## src/rtl/fsp_pkg.sv

```systemverilog
package fsp_pkg;
    typedef enum logic [1:0] {
        OP_PROG = 2'd0,
        OP_SECT = 2'd1,
        OP_CHIP = 2'd2,
        OP_RSVD = 2'd3
    } op_e;

    typedef enum logic [1:0] {
        RC_OK   = 2'd0,
        RC_ERR  = 2'd1,
        RC_SUSP = 2'd2,
        RC_TMO  = 2'd3
    } res_e;

    typedef enum logic [3:0] {
        ST_IDLE,
        ST_TG_A,
        ST_TG_B,
        ST_RC_A,
        ST_RC_B,
        ST_DP_RD,
        ST_DP_RC,
        ST_CLEAN,
        ST_REPORT
    } st_e;

    localparam int BIT_POLL7 = 7;
    localparam int BIT_TOG6  = 6;
    localparam int BIT_LIM5  = 5;
    localparam int BIT_TOG2  = 2;
endpackage

```

## src/rtl/fsp_addr_sel.sv

```systemverilog
module fsp_addr_sel
    import fsp_pkg::*;
#(
    parameter int AW    = 20,
    parameter int OFS_W = 15
) (
    input  logic [1:0]    op,
    input  logic [AW-1:0] tgt_addr,
    output logic [AW-1:0] poll_addr,
    output logic          is_erase
);
    localparam int SEC_W = AW - OFS_W;

    always_comb begin
        unique case (op_e'(op))
            OP_SECT, OP_CHIP: is_erase = 1'b1;
            default:          is_erase = 1'b0;
        endcase
    end

    always_comb begin
        if (is_erase) poll_addr = {tgt_addr[AW-1 -: SEC_W], {OFS_W{1'b0}}};
        else          poll_addr = tgt_addr;
    end
endmodule

```

## src/rtl/fsp_status_eval.sv

```systemverilog
module fsp_status_eval
    import fsp_pkg::*;
#(
    parameter int DW = 16
) (
    input  logic [1:0]    prev_bits,
    input  logic [DW-1:0] cur,
    input  logic          exp7,
    output logic          dq6_moved,
    output logic          dq2_moved,
    output logic          limit_hit,
    output logic          dq7_match
);
    logic unused_bits;
    assign unused_bits = ^{cur[DW-1:8], cur[4:3], cur[1:0]};

    assign dq6_moved = prev_bits[1] ^ cur[BIT_TOG6];
    assign dq2_moved = prev_bits[0] ^ cur[BIT_TOG2];
    assign limit_hit = cur[BIT_LIM5];
    assign dq7_match = (cur[BIT_POLL7] == exp7);
endmodule

```

## src/rtl/fsp_read_wdog.sv

```systemverilog
module fsp_read_wdog #(
    parameter int MAX_READS = 1024
) (
    input  logic clk,
    input  logic rst_n,
    input  logic clear,
    input  logic tick,
    output logic expire_now
);
    localparam int CW = $clog2(MAX_READS + 1);

    logic [CW-1:0] cnt_q;

    always_ff @(posedge clk) begin
        if (!rst_n || clear)                  cnt_q <= '0;
        else if (tick && cnt_q != CW'(MAX_READS)) cnt_q <= cnt_q + 1'b1;
    end

    // this read is the MAX_READS-th (or later) of the operation
    assign expire_now = tick && (cnt_q >= CW'(MAX_READS - 1));

    assert_cnt_bound_R9: assert property (@(posedge clk) disable iff (!rst_n)
        cnt_q <= CW'(MAX_READS));
endmodule

```

## src/rtl/fsp_poll_ctrl.sv

```systemverilog
module fsp_poll_ctrl
    import fsp_pkg::*;
#(
    parameter int AW        = 20,
    parameter int DW        = 16,
    parameter int OFS_W     = 15,
    parameter int MAX_READS = 1024
) (
    input  logic          clk,
    input  logic          rst_n,
    input  logic          start,
    input  logic [1:0]    op,
    input  logic          use_dq7,
    input  logic [AW-1:0] tgt_addr,
    input  logic [DW-1:0] exp_data,
    output logic          rd_req,
    output logic [AW-1:0] rd_addr,
    input  logic          rd_ack,
    input  logic [DW-1:0] rd_data,
    output logic          rst_cmd_req,
    output logic          busy,
    output logic          res_valid,
    output logic [1:0]    res_code
);
    st_e           st_q, st_d;
    res_e          code_q, code_d;
    logic [AW-1:0] addr_q;
    logic          erase_q;
    logic          exp7_q;
    logic [1:0]    prev_q;

    logic [AW-1:0] sel_addr;
    logic          sel_erase;
    logic          ev_t6, ev_t2, ev_lim, ev_d7;
    logic          wd_expire;
    logic          accept;
    logic          unused_exp;

    assign unused_exp = ^{exp_data[DW-1:8], exp_data[6:0]};
    assign accept     = (st_q == ST_IDLE) && start;

    fsp_addr_sel #(.AW(AW), .OFS_W(OFS_W)) u_addr (
        .op        (op),
        .tgt_addr  (tgt_addr),
        .poll_addr (sel_addr),
        .is_erase  (sel_erase)
    );

    fsp_status_eval #(.DW(DW)) u_eval (
        .prev_bits (prev_q),
        .cur       (rd_data),
        .exp7      (exp7_q),
        .dq6_moved (ev_t6),
        .dq2_moved (ev_t2),
        .limit_hit (ev_lim),
        .dq7_match (ev_d7)
    );

    fsp_read_wdog #(.MAX_READS(MAX_READS)) u_wdog (
        .clk        (clk),
        .rst_n      (rst_n),
        .clear      (accept),
        .tick       (rd_ack && rd_req),
        .expire_now (wd_expire)
    );

    // operation context
    always_ff @(posedge clk) begin
        if (!rst_n) begin
            addr_q  <= '0;
            erase_q <= 1'b0;
            exp7_q  <= 1'b0;
            prev_q  <= '0;
        end else begin
            if (accept) begin
                addr_q  <= sel_addr;
                erase_q <= sel_erase;
                exp7_q  <= sel_erase ? 1'b1 : exp_data[BIT_POLL7];
            end
            if (rd_ack && (st_q == ST_TG_A || st_q == ST_RC_A))
                prev_q <= {rd_data[BIT_TOG6], rd_data[BIT_TOG2]};
        end
    end

    // state register
    always_ff @(posedge clk) begin
        if (!rst_n) begin
            st_q   <= ST_IDLE;
            code_q <= RC_OK;
        end else begin
            st_q   <= st_d;
            code_q <= code_d;
        end
    end

    // next state
    always_comb begin
        st_d   = st_q;
        code_d = code_q;
        unique case (st_q)
            ST_IDLE: begin
                if (start) st_d = use_dq7 ? ST_DP_RD : ST_TG_A;
            end
            ST_TG_A: begin
                if (rd_ack) st_d = ST_TG_B;
            end
            ST_TG_B: begin
                if (rd_ack) begin
                    if (!ev_t6) begin
                        if (erase_q && ev_t2) begin
                            st_d   = ST_REPORT;
                            code_d = RC_SUSP;
                        end else begin
                            st_d   = ST_CLEAN;
                            code_d = RC_OK;
                        end
                    end else if (ev_lim) begin
                        st_d = ST_RC_A;
                    end else if (wd_expire) begin
                        st_d   = ST_CLEAN;
                        code_d = RC_TMO;
                    end else begin
                        st_d = ST_TG_A;
                    end
                end
            end
            ST_RC_A: begin
                if (rd_ack) st_d = ST_RC_B;
            end
            ST_RC_B: begin
                if (rd_ack) begin
                    st_d   = ST_CLEAN;
                    code_d = ev_t6 ? RC_ERR : RC_OK;
                end
            end
            ST_DP_RD: begin
                if (rd_ack) begin
                    if (ev_d7) begin
                        st_d   = ST_CLEAN;
                        code_d = RC_OK;
                    end else if (ev_lim) begin
                        st_d = ST_DP_RC;
                    end else if (wd_expire) begin
                        st_d   = ST_CLEAN;
                        code_d = RC_TMO;
                    end
                end
            end
            ST_DP_RC: begin
                if (rd_ack) begin
                    st_d   = ST_CLEAN;
                    code_d = ev_d7 ? RC_OK : RC_ERR;
                end
            end
            ST_CLEAN:  st_d = ST_REPORT;
            ST_REPORT: st_d = ST_IDLE;
            default:   st_d = ST_IDLE;
        endcase
    end

    // outputs
    always_comb begin
        unique case (st_q)
            ST_TG_A, ST_TG_B, ST_RC_A, ST_RC_B, ST_DP_RD, ST_DP_RC: rd_req = 1'b1;
            default: rd_req = 1'b0;
        endcase
        rd_addr     = addr_q;
        rst_cmd_req = (st_q == ST_CLEAN);
        res_valid   = (st_q == ST_REPORT);
        res_code    = code_q;
        busy        = (st_q != ST_IDLE);
    end

    assert_req_hold_R3: assert property (@(posedge clk) disable iff (!rst_n)
        (rd_req && !rd_ack) |=> (rd_req && $stable(rd_addr)));

    assert_erase_aligned_R2: assert property (@(posedge clk) disable iff (!rst_n)
        (rd_req && erase_q) |-> (rd_addr[OFS_W-1:0] == '0));

    assert_clean_then_report_R10: assert property (@(posedge clk) disable iff (!rst_n)
        rst_cmd_req |=> (res_valid && res_code != RC_SUSP));

    assert_result_pulse_R11: assert property (@(posedge clk) disable iff (!rst_n)
        res_valid |=> !res_valid);

    assert_susp_no_clean_R7: assert property (@(posedge clk) disable iff (!rst_n)
        (res_valid && res_code == RC_SUSP) |-> !$past(rst_cmd_req));

    assert_idle_quiet_R1: assert property (@(posedge clk) disable iff (!rst_n)
        !busy |-> (!rd_req && !rst_cmd_req && !res_valid));
endmodule

```

## config.mk

```make
export PLATFORM = sky130hd
export DESIGN_NAME = fsp_poll_ctrl
export DESIGN_NICKNAME = d
export VERILOG_FILES = /design/src/rtl/fsp_pkg.sv /design/src/rtl/fsp_addr_sel.sv /design/src/rtl/fsp_status_eval.sv /design/src/rtl/fsp_read_wdog.sv /design/src/rtl/fsp_poll_ctrl.sv
export SDC_FILE = /design/constraint.sdc
export NUM_CORES = 1
export LEC_CHECK = 0
export BUFFER_PORTS_ARGS = -buffer_cell sky130_fd_sc_hd__clkbuf_2
export CAP_MARGIN = 20
export CORE_MARGIN = 3
export CORE_UTILIZATION = 40
export DETAILED_ROUTE_END_ITERATION = 10
export GPL_ROUTABILITY_DRIVEN = 1
export GPL_TIMING_DRIVEN = 1
export MAX_ROUTING_LAYER = met4
export PLACE_DENSITY = 0.8
export SYNTH_ARGS = -nofsm -noshare
export SYNTH_HDL_FRONTEND = slang
export SYNTH_HIERARCHICAL = 1
export SYNTH_SLANG_ARGS = --single-unit
```

## constraint.sdc

```tcl
create_clock -name clk -period 2.4 [get_ports clk]
set_input_delay 0.24 -clock clk [delete_from_list [all_inputs] [get_ports clk]]
set_output_delay 0.24 -clock clk [all_outputs]
set_load 0.01 [all_outputs]
```

==> out/metrics.cfg, run 1 <==
[status]
status = finished clean

[cts]
cts.sinks = 41
clk_path_buf_depth = 2
clock_latency_ps = 290
cts_inserted_buffers = 5
cts_setup_buffers = 0
clkSlewWorstSetupHoldPaths_ps = 80
cts_hold_buf = 0
clock_tree.htree_level_count = 2
cts_tree = yes
cts_root_buffer = sky130_fd_sc_hd__clkbuf_8
postCtsResizedCells = 0

[sta]
final.setup_skew_ps = 7.43
worstMarginPinSlew_ps = 595
rsz0062_at_grt = false
timing.slew.headroom_pct = 60.2
fin_ws_ps = 137
hold_viol_final = 0
setup_tns_ps = 0
timing.final.max_slew_violations = 0
layout_worst_path_cycle_share_pct = 94.3
min_period_ps = 2260
peak_freq_mhz = 442
timing.final.setup_violations = 0

[grt]
vias_in_the_first_global_route = 1962
grt_start_max_net_pins = 30
global_route.usage.total_pct = 17.3
grt_antenna_before_repair = 0
grt_overflow_total = 0
grt_pass1_wl_mm = 8.89

[floorplanning]
die_width_um = 81.8
floorplan.initialDensity_pct = 43.1
ios = 85
die_y_um = 81.8
placeableCoreArea_um2 = 5340
placement_rows = 26
fp.dieArea_um2 = 6700

[logic_synthesis]
post_synth_instance_area_um2 = 2300
synth-edff-count = 0
synth_seq_cells = 41
post_synth.cell_area_avg_um2 = 8.13
yosysUniqueCellTypes = 53
yosys-top-cells-count = sky130_fd_sc_hd__nand2_1, sky130_fd_sc_hd__dfxtp_1, sky130_fd_sc_hd__a21boi_0, sky130_fd_sc_hd__and2_1
yosysWarnings = 6
asyncSetResetFlopFracSynth_pct = 0
syn-instance-count = 283
cells_taking_the_most_area_after_synthesis = sky130_fd_sc_hd__dfxtp_1, sky130_fd_sc_hd__nand2_1, sky130_fd_sc_hd__a21boi_0, sky130_fd_sc_hd__and2_1, sky130_fd_sc_hd__mux2i_1
top_flip_flop_cell_by_instance_count_after_synthesis = sky130_fd_sc_hd__dfxtp_1
synth.largest_area_cell = sky130_fd_sc_hd__dfxtp_1
synth_seq_area_share_pct = 35.7
share_of_the_synthesized_area_in_the_top_cell_type_pct = 35.7
synth_fp_nets = 344
synth.most_common_cell = sky130_fd_sc_hd__nand2_1

[finish]
final_core_utilization_pct = 51.4
num-fill-cells = 515
antenna_cells_inserted = 0
nets = 393
post_layout_nonfiller_instances = 403
share_of_cells_above_drive_strength_1_pct = 25.5
flow.area_growth_from_synthesis_pct = 19.3
fin_area_um2 = 2740

[detailed_routing]
antenna_left = 0
via_count = 2129
drt_wl_total_mm = 5.22
vias_per_cell = 5.28
drt_first_pass_iters = 4
drt_first_iter_violations = 156
drc = 0
mean_routed_wirelength_per_cell_um = 13.0

[power]
pwr_density_cell_nw_per_um2 = 886
leakagePower_nw = 1.10
vdd.ir_drop.worst_v = 0.000575

[critical_path]
worst_ep_arrival_time_ps = 2470
r2r_start = st_q[1]$_SDFFE_PN0P_
worstSetupStartpoint = st_q[1]$_SDFFE_PN0P_
classification_of_the_worst_setup_path = flip-flop to flip-flop
worstSetupEndpointType = flip-flop
required_ps = 2610
setup.worst_path.start_class = flip-flop
critical_path_peak_fanout = 4

[place]
io_buffer_count = 57
place_ws_ps = 168
numPlacedInstances = 395
area_post_placement_um2 = 2630
post_detailed_placement_half_perimeter_wirelength_mm = 3.79
place_congestion = 0.861

[min_path]
hold_path_start = tgt_addr[19]
hold_path.class = input pin to flip-flop

[run]
cap_viol_max_count = 0

## metrics by stage
stage	hold WS, ps	power (mW)
6_report	177	2.43
2_1_floorplan	409	1.63
3_3_place_gp	442	1.84
5_1_grt	182	2.62
3_5_place_dp	450	1.88
4_1_cts	175	2.44
## path summary, 6_finish.rpt
check / endpoint / slack, ps / depth (start not counted)
worst max-delay path: st_q[0]$_SDFFE_PN0P_ / 140 / 8
worst min-delay path: rd_addr[19]$_SDFFE_PN0P_ / 180 / 3
worst max register to register: st_q[0]$_SDFFE_PN0P_ / 140 / 8
worst min register to register: rd_addr[7]$_SDFFE_PN0P_ / 460 / 2
## power by group
part	switching [mW]	total, mW	internal (mW)	leakage [nW]
logic	0.602	1.01	0.405	0.710
clock network	0.248	0.559	0.311	0.0543
registers	0.0851	0.865	0.780	0.333
## cells in the final DEF (no fill, tap or decap), types with 3 or more instances in the layout
| master | instances |
|---|---|
| sky130_fd_sc_hd__a211oi_1 | 3 |
| sky130_fd_sc_hd__a21boi_0 | 20 |
| sky130_fd_sc_hd__a21oi_1 | 8 |
| sky130_fd_sc_hd__and2_1 | 19 |
| sky130_fd_sc_hd__buf_4 | 9 |
| sky130_fd_sc_hd__clkbuf_2 | 57 |
| sky130_fd_sc_hd__clkbuf_8 | 5 |
| sky130_fd_sc_hd__dfxtp_1 | 41 |
| sky130_fd_sc_hd__inv_1 | 7 |
| sky130_fd_sc_hd__mux2i_1 | 6 |
| sky130_fd_sc_hd__nand2_1 | 56 |
| sky130_fd_sc_hd__nand2b_1 | 9 |
| sky130_fd_sc_hd__nand3_1 | 5 |
| sky130_fd_sc_hd__nor2_1 | 9 |
| sky130_fd_sc_hd__nor2b_1 | 9 |
| sky130_fd_sc_hd__nor3_1 | 3 |
| sky130_fd_sc_hd__o21a_1 | 3 |
| sky130_fd_sc_hd__o21ai_0 | 8 |
| sky130_fd_sc_hd__o31ai_1 | 3 |
| sky130_fd_sc_hd__or3_1 | 3 |
| sky130_fd_sc_hd__xor2_1 | 4 |
## layer usage
layer  track usage [%]  routed length [µm]
met4              5.81                  71
met2              26.7                2410
met5                 -                   0
met3              3.73                 291
met1              22.5                2450
## layout make-up
type	count	area (µm²)	area share, %
clock buffers	5	68.8	2.51
clock inverters	3	46.3	1.69
inverters	8	30.0	1.09
multi-input cells	210	1340	48.7
flip-flops and latches	41	821	29.9
well taps	70	87.6	3.19
repair buffers	66	353	12.9
## kinds of logic after synthesis
logic type / synth area share [%]
buffers and inverters: 6.91
adder cells (fa/ha/maj): 1.09
AND/OR/NAND/NOR: 30.2
multiplexers: 2.61
flip-flops: 35.7
XOR/XNOR: 2.61
AO/OA/AOI/OAI: 20.8
## critical path: stages, from the launching register on
cell and delay (ps):
sky130_fd_sc_hd__dfxtp_1 430, sky130_fd_sc_hd__and2_1 220, sky130_fd_sc_hd__a211oi_2 100, sky130_fd_sc_hd__and2_1 200
sky130_fd_sc_hd__o21a_1 130, sky130_fd_sc_hd__or2_1 260, sky130_fd_sc_hd__o311a_4 330, sky130_fd_sc_hd__o311a_1 310
sky130_fd_sc_hd__nor4_2 200
## state kept, by name, summed over array words and instances, names as in the netlist
register,cells
exp7_q,1
u_wdog/cnt_q,11
rd_addr,20
prev_q,2
res_code,2
st_q,4
erase_q,1
No activity file was read; power rests on OpenSTA's default activity.
==> run 2: changes to the inputs <==
--- a/config.mk
+++ b/config.mk
@@ -5,15 +5,15 @@
 export SDC_FILE = /design/constraint.sdc
 export NUM_CORES = 1
 export LEC_CHECK = 0
-export BUFFER_PORTS_ARGS = -buffer_cell sky130_fd_sc_hd__clkbuf_2
 export CAP_MARGIN = 20
 export CORE_MARGIN = 3
 export CORE_UTILIZATION = 40
 export DETAILED_ROUTE_END_ITERATION = 10
+export DONT_BUFFER_PORTS = 1
 export GPL_ROUTABILITY_DRIVEN = 1
 export GPL_TIMING_DRIVEN = 1
 export MAX_ROUTING_LAYER = met4
-export PLACE_DENSITY = 0.8
+export PLACE_DENSITY = 0.66
 export SYNTH_ARGS = -nofsm -noshare
 export SYNTH_HDL_FRONTEND = slang
 export SYNTH_HIERARCHICAL = 1
==> out/metrics.cfg, run 2 (synthesized netlist as in run 1, its figures left out) <==
[grt]
grt_start_max_net_pins = 31
global_route.usage.total_pct = 15.9
grt_antenna_before_repair = 0
grt_overflow_total = 0
grt_pass1_wl_mm = 8.24
vias_in_the_first_global_route = 1834

[critical_path]
crit_path_max_incr_delay_ps = 360
worst_ep_arrival_time_ps = 2450
critical_path_peak_fanout = 5
worstSetupEndpointType = flip-flop
required_ps = 2610
crit_buf_inv = 0
timing.critical_path.cells = ha_1, nand2_1, a211oi_1, o21a_1, or2_1, o311a_4, o311a_1, nor4_2
ff2ff_setup_slack_ps = 160
cp_slowest_cell = sky130_fd_sc_hd__dfxtp_1
classification_of_the_worst_setup_path = flip-flop to flip-flop
setup.worst_path.start_class = flip-flop
critical-path-top-delay-family = compound AO/OA/AOI/OAI gates

[run]
cap_viol_max_count = 0

[power]
switching_share_pct = 38.5
leakagePower_nw = 0.850
seqPwrFrac_pct = 38.4
pwr_density_cell_nw_per_um2 = 955
vdd.ir_drop.worst_v = 0.000458
combinationalPowerShare_pct = 37.4
net-switching-power_mw = 0.905
intPower_mw = 1.44
power.share.clock_pct = 24.2

[cts]
clkSlewWorstSetupHoldPaths_ps = 80
cts_tree = yes
cts.sinks = 41
clock_tree.htree_level_count = 2
cts_inserted_buffers = 5
cts_root_buffer = sky130_fd_sc_hd__clkbuf_8
clk_path_buf_depth = 2
cts_setup_buffers = 0
cts_hold_buf = 0
clock_latency_ps = 300

[finish]
number_of_flip_flops_under_the_largest_register_name = 20
multiInputGateArea_um2 = 1340
nets = 336
highest_count_cells_in_the_layout_ignoring_fill_and_taps = sky130_fd_sc_hd__nand2_1, sky130_fd_sc_hd__dfxtp_1, sky130_fd_sc_hd__a21boi_0
final_core_utilization_pct = 46.1
ff_latch_area_um2 = 822
antenna_cells_inserted = 0
flow.area_growth_from_synthesis_pct = 6.91
num-fill-cells = 541
final_common_cell = sky130_fd_sc_hd__nand2_1
share_of_cells_above_drive_strength_1_pct = 10.5
post_layout_nonfiller_instances = 346

[place]
post_detailed_placement_half_perimeter_wirelength_mm = 3.42
place_congestion = 0.831
place_ws_ps = 113
numPlacedInstances = 338
io_buffer_count = 0

[min_path]
hold_path.class = input pin to flip-flop

[sta]
layout_worst_path_cycle_share_pct = 93.3
min_period_ps = 2240
setup_tns_ps = 0
timing.final.setup_violations = 0
worstMarginPinSlew_ps = 636
timing.final.max_slew_violations = 0
peak_freq_mhz = 447
timing.slew.headroom_pct = 57.3
fin_ws_ps = 161
final.setup_skew_ps = 7.09
rsz0062_at_grt = false
hold_viol_final = 0

[floorplanning]
fp.dieArea_um2 = 6700
placement_rows = 26
die_y_um = 81.8
ios = 85
placeableCoreArea_um2 = 5340
floorplan.initialDensity_pct = 43.1
die_width_um = 81.8

[detailed_routing]
drc = 0
vias_per_cell = 5.43
drt_first_iter_violations = 92
antenna_left = 0
drt_wl_total_mm = 4.85
mean_routed_wirelength_per_cell_um = 14.0
drt_first_pass_iters = 4
via_count = 1879

[status]
status = finished clean

[run 2: path summary, 6_finish.rpt]
kind	to	start	cells past startpoint
setup / recovery	st_q[0]$_SDFFE_PN0P_	u_wdog/cnt_q[0]$_SDFFE_PP0P_	8
hold / removal	rd_addr[19]$_SDFFE_PN0P_	tgt_addr[19]	2
setup reg to reg	st_q[0]$_SDFFE_PN0P_	u_wdog/cnt_q[0]$_SDFFE_PP0P_	8
hold reg to reg	erase_q$_SDFFE_PN0P_	erase_q$_SDFFE_PN0P_	2
[run 2: final cells by class]
cell class | instances | share of cell area (%)
inverter | 8 | 1.22
timing repair buffer | 9 | 2.75
clock buffer | 5 | 2.80
multi-input combinational | 210 | 54.4
sequential | 41 | 33.4
tap | 70 | 3.56
clock inverter | 3 | 1.88
[run 2: worst register-to-register path, delay by kind of cell, from the launching register on]
family,cells,cell delay [ps]
flip-flops,1,360
AO/OA/AOI/OAI,4,920
adder cells (fa/ha/maj),1,260
AND/OR/NAND/NOR,3,610
[run 2: power by group through the flow]
stage          registers (mW)  clock network [mW]  logic (mW)
3_5_place_dp            0.915                   0       0.872
6_report                0.901               0.568       0.879
4_1_cts                 0.900               0.584       0.879
2_1_floorplan           0.867                   0       0.761
3_3_place_gp            0.913                   0       0.861
5_1_grt                 0.915               0.617       0.999
[run 2: metal layers]
layer  vias to the layer above  part of all wire (%)  global-route usage [%]
li1                        959                     -                       -
met1                       871                    48                    20.7
met2                        45                    44                    23.6
met3                         4                   7.7                    5.37
met4                         0                  0.68                    4.49
met5                         -                     0                       -
[run 2: what timing repair did]
item                                    in CTS  in global routing
gates resized for setup                      0                  1
endpoints found under the hold margin        0                  0
endpoints found under the setup margin       0                  1
[run 2: stage by stage]
stage,hold WS [ps],area (µm²),power (mW)
2_1_floorplan,409,2340,1.63
3_3_place_gp,383,2340,1.77
3_5_place_dp,384,2340,1.79
4_1_cts,71.7,2460,2.36
5_1_grt,65.9,2460,2.53
6_report,82.4,2460,2.35
==> run 3: changes to the inputs <==
--- a/config.mk
+++ b/config.mk
@@ -5,15 +5,16 @@
 export SDC_FILE = /design/constraint.sdc
 export NUM_CORES = 1
 export LEC_CHECK = 0
+export BUFFER_PORTS_ARGS = -buffer_cell sky130_fd_sc_hd__clkbuf_2
 export CAP_MARGIN = 20
+export CORE_ASPECT_RATIO = 0.7
 export CORE_MARGIN = 3
 export CORE_UTILIZATION = 40
 export DETAILED_ROUTE_END_ITERATION = 10
-export DONT_BUFFER_PORTS = 1
 export GPL_ROUTABILITY_DRIVEN = 1
 export GPL_TIMING_DRIVEN = 1
 export MAX_ROUTING_LAYER = met4
-export PLACE_DENSITY = 0.66
+export PLACE_DENSITY = 0.8
 export SYNTH_ARGS = -nofsm -noshare
 export SYNTH_HDL_FRONTEND = slang
 export SYNTH_HIERARCHICAL = 1
==> out/metrics.cfg, run 3 (synthesized netlist as in run 1, its figures left out) <==
[status]
status = finished clean

[finish]
number_of_flip_flops_under_the_largest_register_name = 20
highest_count_cells_in_the_layout_ignoring_fill_and_taps = sky130_fd_sc_hd__clkbuf_2, sky130_fd_sc_hd__nand2_1, sky130_fd_sc_hd__dfxtp_1
antenna_cells_inserted = 0
nets = 393
share_of_cells_above_drive_strength_1_pct = 25.5
final_core_utilization_pct = 50.6
flow.area_growth_from_synthesis_pct = 18.8
final_common_cell = sky130_fd_sc_hd__clkbuf_2

[cts]
cts_tree = yes
cts_setup_buffers = 0
postCtsResizedCells = 0
clock_tree.htree_level_count = 2
cts_hold_buf = 0
cts_inserted_buffers = 5
clk_path_buf_depth = 2
cts_root_buffer = sky130_fd_sc_hd__clkbuf_8
clock_latency_ps = 290
cts.sinks = 41
clkSlewWorstSetupHoldPaths_ps = 80

[sta]
min_period_ps = 2220
rsz0062_at_grt = false
timing.final.setup_violations = 0
peak_freq_mhz = 450
layout_worst_path_cycle_share_pct = 92.5
final.setup_skew_ps = 9.41
worstMarginPinSlew_ps = 607
timing.final.max_slew_violations = 0
setup_tns_ps = 0
timing.slew.headroom_pct = 59.2
hold_viol_final = 0

[detailed_routing]
drt_first_pass_iters = 4
mean_routed_wirelength_per_cell_um = 13.0
via_count = 2102
drc = 0
vias_per_cell = 5.19
antenna_left = 0
drt_wl_total_mm = 5.26
drt_first_iter_violations = 183

[floorplanning]
die_width_um = 96.6
fp.dieArea_um2 = 6710
placement_rows = 22
ios = 85
placeableCoreArea_um2 = 5400
die_y_um = 69.4
floorplan.initialDensity_pct = 42.6

[run]
cap_viol_max_count = 0

[place]
place_congestion = 0.843
post_detailed_placement_half_perimeter_wirelength_mm = 3.86
io_buffer_count = 57

[critical_path]
setup.worst_path.start_class = flip-flop
worst_ep_arrival_time_ps = 2430
worstSetupEndpointType = flip-flop
critical_path_peak_fanout = 5
required_ps = 2610
classification_of_the_worst_setup_path = flip-flop to flip-flop

[grt]
gr-usage-met2_pct = 24.4
top_usage_layer = met2
vias_in_the_first_global_route = 2021
grt_antenna_before_repair = 0
use_met3_pct = 4.62
groute.layer.met1.usage_pct = 21.6
grt_pass1_wl_mm = 9.06
grt_overflow_total = 0
grt_start_max_net_pins = 30
global_route.usage.total_pct = 16.1

[min_path]
hold_path.class = input pin to flip-flop

[power]
pwr_density_cell_nw_per_um2 = 867
leakagePower_nw = 1.10
vdd.ir_drop.worst_v = 0.000599

[run 3: critical path: stages (launching register included)]
cell and delay (ps):
sky130_fd_sc_hd__dfxtp_1 360, sky130_fd_sc_hd__ha_1 250, sky130_fd_sc_hd__nand2_1 150, sky130_fd_sc_hd__a211oi_1 90
sky130_fd_sc_hd__o21a_1 200, sky130_fd_sc_hd__or2_1 270, sky130_fd_sc_hd__o311a_4 330, sky130_fd_sc_hd__o311a_1 300
sky130_fd_sc_hd__nor4_2 190
[run 3: report_power, final]
group          leakage (nW)  internal (mW)  switching, mW
sequential            0.333          0.780         0.0830
combinational         0.710          0.405          0.601
clock                0.0542          0.260          0.239
[run 3: through the flow]
step | hold slack (ps) | worst slack [ps] | instance area [µm²] | power (mW) | std cells
finish | 173 | 180 | 2730 | 2.37 | 405
global route | 184 | 50.1 | 2730 | 2.55 | 405
CTS | 174 | 185 | 2730 | 2.37 | 405
detailed placement | 449 | 204 | 2630 | 1.88 | 397
global placement | 448 | 236 | 2630 | 1.85 | 397
floorplan | 409 | 17.4 | 2340 | 1.63 | 283
[run 3: worst paths after layout]
check	from	end	slack, ps	cells after the start
max	u_wdog/cnt_q[0]$_SDFFE_PP0P_	st_q[0]$_SDFFE_PN0P_	180	8
min	tgt_addr[17]	rd_addr[17]$_SDFFE_PN0P_	170	3
max reg2reg	u_wdog/cnt_q[0]$_SDFFE_PP0P_	st_q[0]$_SDFFE_PN0P_	180	8
min reg2reg	rd_addr[7]$_SDFFE_PN0P_	rd_addr[7]$_SDFFE_PN0P_	460	2
[run 3: per-layer routing]
metal  routed length (µm)  up-vias
met1                 2530      974
met5                    0        -
met2                 2360       53
met3                  340        4
met4                   25        0
li1                     -     1071
[run 3: layout make-up]
type	count	area, µm²
Multi-Input combinational cell	210	1340
Inverter	8	30.0
Sequential cell	41	821
Clock buffer	7	96.3
Tap cell	72	90.1
Fill cell	515	2660
Timing Repair Buffer	66	353
Clock inverter	1	5.00
